<file path="src/rtl/irq_out_pkg.sv">
package irq_out_pkg;

   typedef enum logic [1:0] {
      RATE_10MHZ = 2'd0,
      RATE_12MHZ = 2'd1,
      RATE_16MHZ = 2'd2,
      RATE_20MHZ = 2'd3
   } clk_rate_e;

   function automatic int unsigned rate_mhz(input clk_rate_e r);
      case (r)
         RATE_10MHZ: return 10;
         RATE_12MHZ: return 12;
         RATE_16MHZ: return 16;
         default:    return 20;
      endcase
   endfunction

   // Cycles needed to span width_ns at the selected clock, never below one.
   function automatic int unsigned pulse_cycles(input clk_rate_e r, input int unsigned width_ns);
      int unsigned c;
      c = (width_ns * rate_mhz(r)) / 1000;
      return (c == 0) ? 1 : c;
   endfunction

endpackage

</file>
<file path="src/rtl/irq_host_decode.sv">
module irq_host_decode #(
   parameter int unsigned ADDR_W     = 5,
   parameter int unsigned DATA_W     = 16,
   parameter int unsigned NUM_STAT   = 2,
   parameter int unsigned START_ADDR = 3,
   parameter int unsigned STAT_BASE  = 4,
   parameter int unsigned CLR_BIT    = 2
) (
   input  logic                host_stb,
   input  logic                host_wr,
   input  logic [ADDR_W-1:0]   host_addr,
   input  logic [DATA_W-1:0]   host_wdata,
   input  logic                auto_clr,
   output logic                wr_clear,
   output logic [NUM_STAT-1:0] rd_clear
);

   logic unused_wdata;
   assign unused_wdata = ^host_wdata;

   // Interrupt-reset bit written to the start/reset register.
   assign wr_clear = host_stb && host_wr
                     && (host_addr == ADDR_W'(START_ADDR))
                     && host_wdata[CLR_BIT];

   // Reads of each status register, effective only under auto-clear.
   for (genvar i = 0; i < NUM_STAT; i++) begin : g_rd
      assign rd_clear[i] = host_stb && !host_wr && auto_clr
                           && (host_addr == ADDR_W'(STAT_BASE + i));
   end

endmodule

</file>
<file path="src/rtl/irq_pend_track.sv">
module irq_pend_track #(
   parameter int unsigned NUM_STAT = 2
) (
   input  logic                clk,
   input  logic                rst_n,
   input  logic                enable,
   input  logic [NUM_STAT-1:0] hit,
   input  logic                wr_clear,
   input  logic [NUM_STAT-1:0] rd_clear,
   output logic [NUM_STAT-1:0] pend
);

   for (genvar i = 0; i < NUM_STAT; i++) begin : g_flag
      always_ff @(posedge clk or negedge rst_n) begin
         if (!rst_n) begin
            pend[i] <= 1'b0;
         end else if (!enable) begin
            pend[i] <= 1'b0;
         end else if (hit[i]) begin
            pend[i] <= 1'b1;
         end else if (wr_clear || rd_clear[i]) begin
            pend[i] <= 1'b0;
         end
      end

      AST_PEND_NEEDS_HIT: assert property (@(posedge clk) disable iff (!rst_n)
         $rose(pend[i]) |-> $past(hit[i]));
      AST_PEND_HOLDS: assert property (@(posedge clk) disable iff (!rst_n)
         (enable && pend[i] && !wr_clear && !rd_clear[i]) |=> pend[i]);
      AST_SET_WINS: assert property (@(posedge clk) disable iff (!rst_n)
         (enable && hit[i]) |=> pend[i]);
      AST_FALL_NEEDS_CLEAR: assert property (@(posedge clk) disable iff (!rst_n)
         $fell(pend[i]) |-> $past(wr_clear || rd_clear[i] || !enable));
   end

endmodule

</file>
<file path="src/rtl/irq_pulse_timer.sv">
module irq_pulse_timer
   import irq_out_pkg::*;
#(
   parameter int unsigned PULSE_NS  = 500,
   parameter int unsigned CNT_W     = 4,
   parameter bit          RETRIGGER = 1'b1
) (
   input  logic       clk,
   input  logic       rst_n,
   input  logic       enable,
   input  logic       trigger,
   input  logic [1:0] clk_sel,
   output logic       active
);

   logic [CNT_W-1:0] cnt;
   logic [CNT_W-1:0] len;
   logic             load;

   always_comb len = CNT_W'(pulse_cycles(clk_rate_e'(clk_sel), PULSE_NS));

   if (RETRIGGER) begin : g_retrig
      assign load = trigger;
   end else begin : g_oneshot
      assign load = trigger && (cnt == '0);
   end

   always_ff @(posedge clk or negedge rst_n) begin
      if (!rst_n) begin
         cnt <= '0;
      end else if (!enable) begin
         cnt <= '0;
      end else if (load) begin
         cnt <= len;
      end else if (cnt != '0) begin
         cnt <= cnt - 1'b1;
      end
   end

   assign active = (cnt != '0);

   AST_PULSE_RELOAD: assert property (@(posedge clk) disable iff (!rst_n)
      (enable && load) |=> (cnt == $past(len)));
   AST_PULSE_COUNTDOWN: assert property (@(posedge clk) disable iff (!rst_n)
      (enable && active && !load) |=> (cnt == $past(cnt) - 1'b1));

endmodule

</file>
<file path="src/rtl/irq_request_out.sv">
module irq_request_out
   import irq_out_pkg::*;
#(
   parameter int unsigned NUM_STAT    = 2,
   parameter int unsigned EVT_W       = 16,
   parameter int unsigned CFG_W       = 16,
   parameter int unsigned LEVEL_BIT   = 3,
   parameter int unsigned AUTOCLR_BIT = 4,
   parameter int unsigned ADDR_W      = 5,
   parameter int unsigned DATA_W      = 16,
   parameter int unsigned START_ADDR  = 3,
   parameter int unsigned STAT_BASE   = 4,
   parameter int unsigned CLR_BIT     = 2,
   parameter int unsigned PULSE_NS    = 500,
   parameter bit          RETRIGGER   = 1'b1
) (
   input  logic                      clk,
   input  logic                      rst_n,
   input  logic [NUM_STAT*EVT_W-1:0] evt_bits,
   input  logic [NUM_STAT*EVT_W-1:0] evt_mask,
   input  logic [CFG_W-1:0]          cfg_word,
   input  logic                      host_stb,
   input  logic                      host_wr,
   input  logic [ADDR_W-1:0]         host_addr,
   input  logic [DATA_W-1:0]         host_wdata,
   input  logic [1:0]                clk_sel,
   output logic                      irq_n
);

   localparam int unsigned MAX_LEN = pulse_cycles(RATE_20MHZ, PULSE_NS);
   localparam int unsigned CNT_W   = $clog2(MAX_LEN + 1);

   if (LEVEL_BIT >= CFG_W || AUTOCLR_BIT >= CFG_W || LEVEL_BIT == AUTOCLR_BIT) begin : g_bad_cfg
      $error("irq_request_out: configuration bit positions invalid");
   end
   if (CLR_BIT >= DATA_W) begin : g_bad_clr
      $error("irq_request_out: clear bit outside write data");
   end
   if (NUM_STAT < 1 || EVT_W < 1) begin : g_bad_stat
      $error("irq_request_out: need at least one status register and event bit");
   end
   if (STAT_BASE + NUM_STAT > (1 << ADDR_W) || START_ADDR >= (1 << ADDR_W)) begin : g_bad_addr
      $error("irq_request_out: register addresses exceed address width");
   end
   if (START_ADDR >= STAT_BASE && START_ADDR < STAT_BASE + NUM_STAT) begin : g_bad_overlap
      $error("irq_request_out: start/reset address overlaps status registers");
   end

   logic                unused_cfg;
   logic                level_mode;
   logic                auto_clr;
   logic [NUM_STAT-1:0] hit;
   logic                wr_clear;
   logic [NUM_STAT-1:0] rd_clear;
   logic [NUM_STAT-1:0] pend;
   logic                pulse_on;

   assign unused_cfg = ^cfg_word;
   assign level_mode = cfg_word[LEVEL_BIT];
   assign auto_clr   = cfg_word[AUTOCLR_BIT];

   for (genvar i = 0; i < NUM_STAT; i++) begin : g_hit
      assign hit[i] = |(evt_bits[i*EVT_W +: EVT_W] & evt_mask[i*EVT_W +: EVT_W]);
   end

   irq_host_decode #(
      .ADDR_W    (ADDR_W),
      .DATA_W    (DATA_W),
      .NUM_STAT  (NUM_STAT),
      .START_ADDR(START_ADDR),
      .STAT_BASE (STAT_BASE),
      .CLR_BIT   (CLR_BIT)
   ) i_decode (
      .host_stb  (host_stb),
      .host_wr   (host_wr),
      .host_addr (host_addr),
      .host_wdata(host_wdata),
      .auto_clr  (auto_clr),
      .wr_clear  (wr_clear),
      .rd_clear  (rd_clear)
   );

   irq_pend_track #(
      .NUM_STAT(NUM_STAT)
   ) i_pend (
      .clk     (clk),
      .rst_n   (rst_n),
      .enable  (level_mode),
      .hit     (hit),
      .wr_clear(wr_clear),
      .rd_clear(rd_clear),
      .pend    (pend)
   );

   irq_pulse_timer #(
      .PULSE_NS (PULSE_NS),
      .CNT_W    (CNT_W),
      .RETRIGGER(RETRIGGER)
   ) i_timer (
      .clk    (clk),
      .rst_n  (rst_n),
      .enable (!level_mode),
      .trigger(|hit),
      .clk_sel(clk_sel),
      .active (pulse_on)
   );

   assign irq_n = level_mode ? !(|pend) : !pulse_on;

   AST_NO_MASKED_PULSE: assert property (@(posedge clk) disable iff (!rst_n)
      (!level_mode && !pulse_on && !(|hit)) |=> (pulse_on == 1'b0 || $past(level_mode) != level_mode));
   AST_RESET_CLEARS: assert property (@(posedge clk)
      $rose(rst_n) |-> (pend == '0 && !pulse_on));

endmodule

</file>
<file path="config.mk">
export PLATFORM = sky130hd
export DESIGN_NAME = irq_request_out
export DESIGN_NICKNAME = d
export VERILOG_FILES = /design/src/rtl/irq_out_pkg.sv /design/src/rtl/irq_host_decode.sv /design/src/rtl/irq_pend_track.sv /design/src/rtl/irq_pulse_timer.sv /design/src/rtl/irq_request_out.sv
export SDC_FILE = /design/constraint.sdc
export NUM_CORES = 1
export LEC_CHECK = 0
export BUFFER_PORTS_ARGS = -buffer_cell sky130_fd_sc_hd__buf_2
export CORE_ASPECT_RATIO = 1.25
export CORE_UTILIZATION = 30
export CTS_CLUSTER_DIAMETER = 80
export DETAILED_ROUTE_END_ITERATION = 16
export MAX_ROUTING_LAYER = met4
export PLACE_DENSITY_LB_ADDON = 0.2
export REMOVE_ABC_BUFFERS = 1
export SYNTH_ARGS = -nofsm -noshare
export SYNTH_HDL_FRONTEND = slang
export SYNTH_SLANG_ARGS = --single-unit
</file>
<file path="constraint.sdc">
create_clock -name clk -period 2.06 [get_ports clk]
set_clock_uncertainty 0.15 [all_clocks]
set_input_delay 0 -clock clk [delete_from_list [all_inputs] [get_ports clk]]
set_output_delay 0 -clock clk [all_outputs]
set_load 0.02 [all_outputs]
</file>
==> metrics <==
post-DP HPWL=1.93 mm; Fin Setup TNS=0 ps; Final Power=422 uW; Syn Inst Count=80; Hold Path Class=input port to register; commonest non-fill, non-tap cell in the layout=buf_2; clock slew at reported path FFs=40 ps; worst ir drop on vdd=123 uV; Hold Vio Cnt, Final=0; via count=940; WL/cell=10.6 um; Min Hold Slack=8.56 ps; first-pass GRT wire length=3.50 mm; CP startpoint kind=register; Netlist Area Pre-Place=768 sq um; Worst Path Class, Setup=register to register; die footprint=2770 sq um; GP Congestion=0.752; die width=47.3 um; CTS tree=done; Post-synth ARST share=1.00; H-tree levels=1; layout cell share with drive strength beyond 1=0.585; DR vias/cell=4.77; Iteration-0 DRC Markers=6; measured slew at the worst slew-check pin=279 ps; most frequent cells in the layout=buf_2 (78), nor2_1 (9), ha_1 (9); P_leak=0.000707 uW; sequential share of the synthesized area=0.195; Ports=108; Fmax=612 MHz; Chip Height=58.6 um; post-CTS resize count=0; nets@finish=282; pin count of the biggest net entering global routing=13; Crit Path Max Fanout=4; initial antenna violation count=0; endpoints failing setup=0; Post-DRT Antenna Nets=0; worst skew pair latency=250 ps; pre-CTS setup slack=437 ps; PD cells=336 nW/um^2; CTS Hold Bufs=4; drc violations=0; Placed Cells=190; Top FF cell, synth=dfrtp_1; status=complete, no violations; number of global-route vias before repair=1011; CP Capture Type=register; grt ovf=0; port buffer count=78; register bit total from synthesis=6; max-cap viol count=0; Netlist cell types=24; diodes inserted=0; unrepaired setup endpoints after global routing=false; core footprint=2430 sq um; Slew Limit Fails=0; synth warn=0; Final period util=0.794; Setup Buffers After CTS=0; Fill cells=248; Pre-antenna DRT Iters=4; gr usage total=0.181; minimum clock period=1640 ps; Inserted Clock Buffers=3; worst rel slew slack=0.814; clk sink count=6; Layout Cells excl Fill=197; final worst setup slack=425 ps; Avg Cell Area, Syn=9.60 sq um; Synth-to-Final Area Change=63.8%; CTS max path bufs=2; CP required=2040 ps; number of flops mapped to enable cells by yosys=0; crit path DAT=1610 ps; Rows=20; CTS root buf=clkbuf_4; starting density of the core=0.316; Routed WL=2.09 mm
through the flow:
stage | utilization | instance area, sq um
after floorplan | - | 764
after global placement | 0.493 | 1200
after detailed placement | 0.493 | 1200
after CTS | 0.519 | 1260
after global routing | 0.519 | 1260
final | 0.519 | 1260
cells in the mapped netlist, types with 2 or more instances:
cell / count / share of area
ha_1: 9 / 0.15
nor2_1: 9 / 0.044
a221oi_2: 8 / 0.16
a22o_1: 8 / 0.091
inv_1: 8 / 0.039
dfrtp_1: 6 / 0.20
mux2_4: 4 / 0.078
nand2_1: 4 / 0.020
mux2i_1: 3 / 0.039
a21boi_0: 2 / 0.020
a21oi_1: 2 / 0.013
and4_4: 2 / 0.029
nand3_1: 2 / 0.013
nor3_1: 2 / 0.013
o21ai_0: 2 / 0.013
registers in the layout, indices dropped and copies added (netlist names):
name         flops
i_timer.cnt      4
i_pend.pend      2
path summary, 6_finish.rpt:
kind | start | to | slack [ps] | depth (start not counted)
worst max-delay path | i_timer.cnt[0] | i_timer.cnt[0] | 420 | 6
worst min-delay path | host_stb | i_pend.pend[0] | 9 | 4
worst max register to register | i_timer.cnt[0] | i_timer.cnt[0] | 420 | 6
worst min register to register | i_pend.pend[0] | i_pend.pend[0] | 410 | 2
max in group asynchronous | rst_n | i_pend.pend[1] | 1000 | 3
min in group asynchronous | rst_n | i_timer.cnt[1] | 540 | 3
critical path: stages (launching register included):
cell and delay [ps]:
dfrtp_1 390, inv_1 90, ha_1 200, nand3_1 170
xnor2_1 190, nor2_1 60, mux2_4 260
per-layer routing:
layer | wire length [um] | share of wire | vias up | track usage
met1 | 632 | 0.30 | 407 | 0.136
met5 | 0 | 0 | - | -
met4 | 50 | 0.024 | 0 | 0.0939
met3 | 150 | 0.072 | 5 | 0.0307
met2 | 1260 | 0.60 | 54 | 0.364
li1 | - | - | 474 | -
power breakdown:
| group | switching [uW] | internal, uW |
|---|---|---|
| registers | 4.65 | 125 |
| clock network | 41.8 | 65.8 |
| logic | 76.1 | 109 |
kinds of logic after synthesis:
| logic type | count (synthesis) | synth area share |
|---|---|---|
| buf+inv | 9 | 0.0440 |
| simple gates | 23 | 0.163 |
| xor+xnor | 1 | 0.0114 |
| fa+ha+maj | 9 | 0.147 |
| mux | 7 | 0.117 |
| compound gates | 25 | 0.322 |
| flops | 6 | 0.195 |
cell type report:
cell class,count,area [sq um],area share
multi-input combinational,65,584,0.464
timing repair buffer,82,430,0.342
sequential,6,150,0.119
tap,33,41.3,0.0328
inverter,8,30.0,0.0239
clock buffer,3,22.5,0.0179
Note: power is estimated with default switching activity, not from simulation.
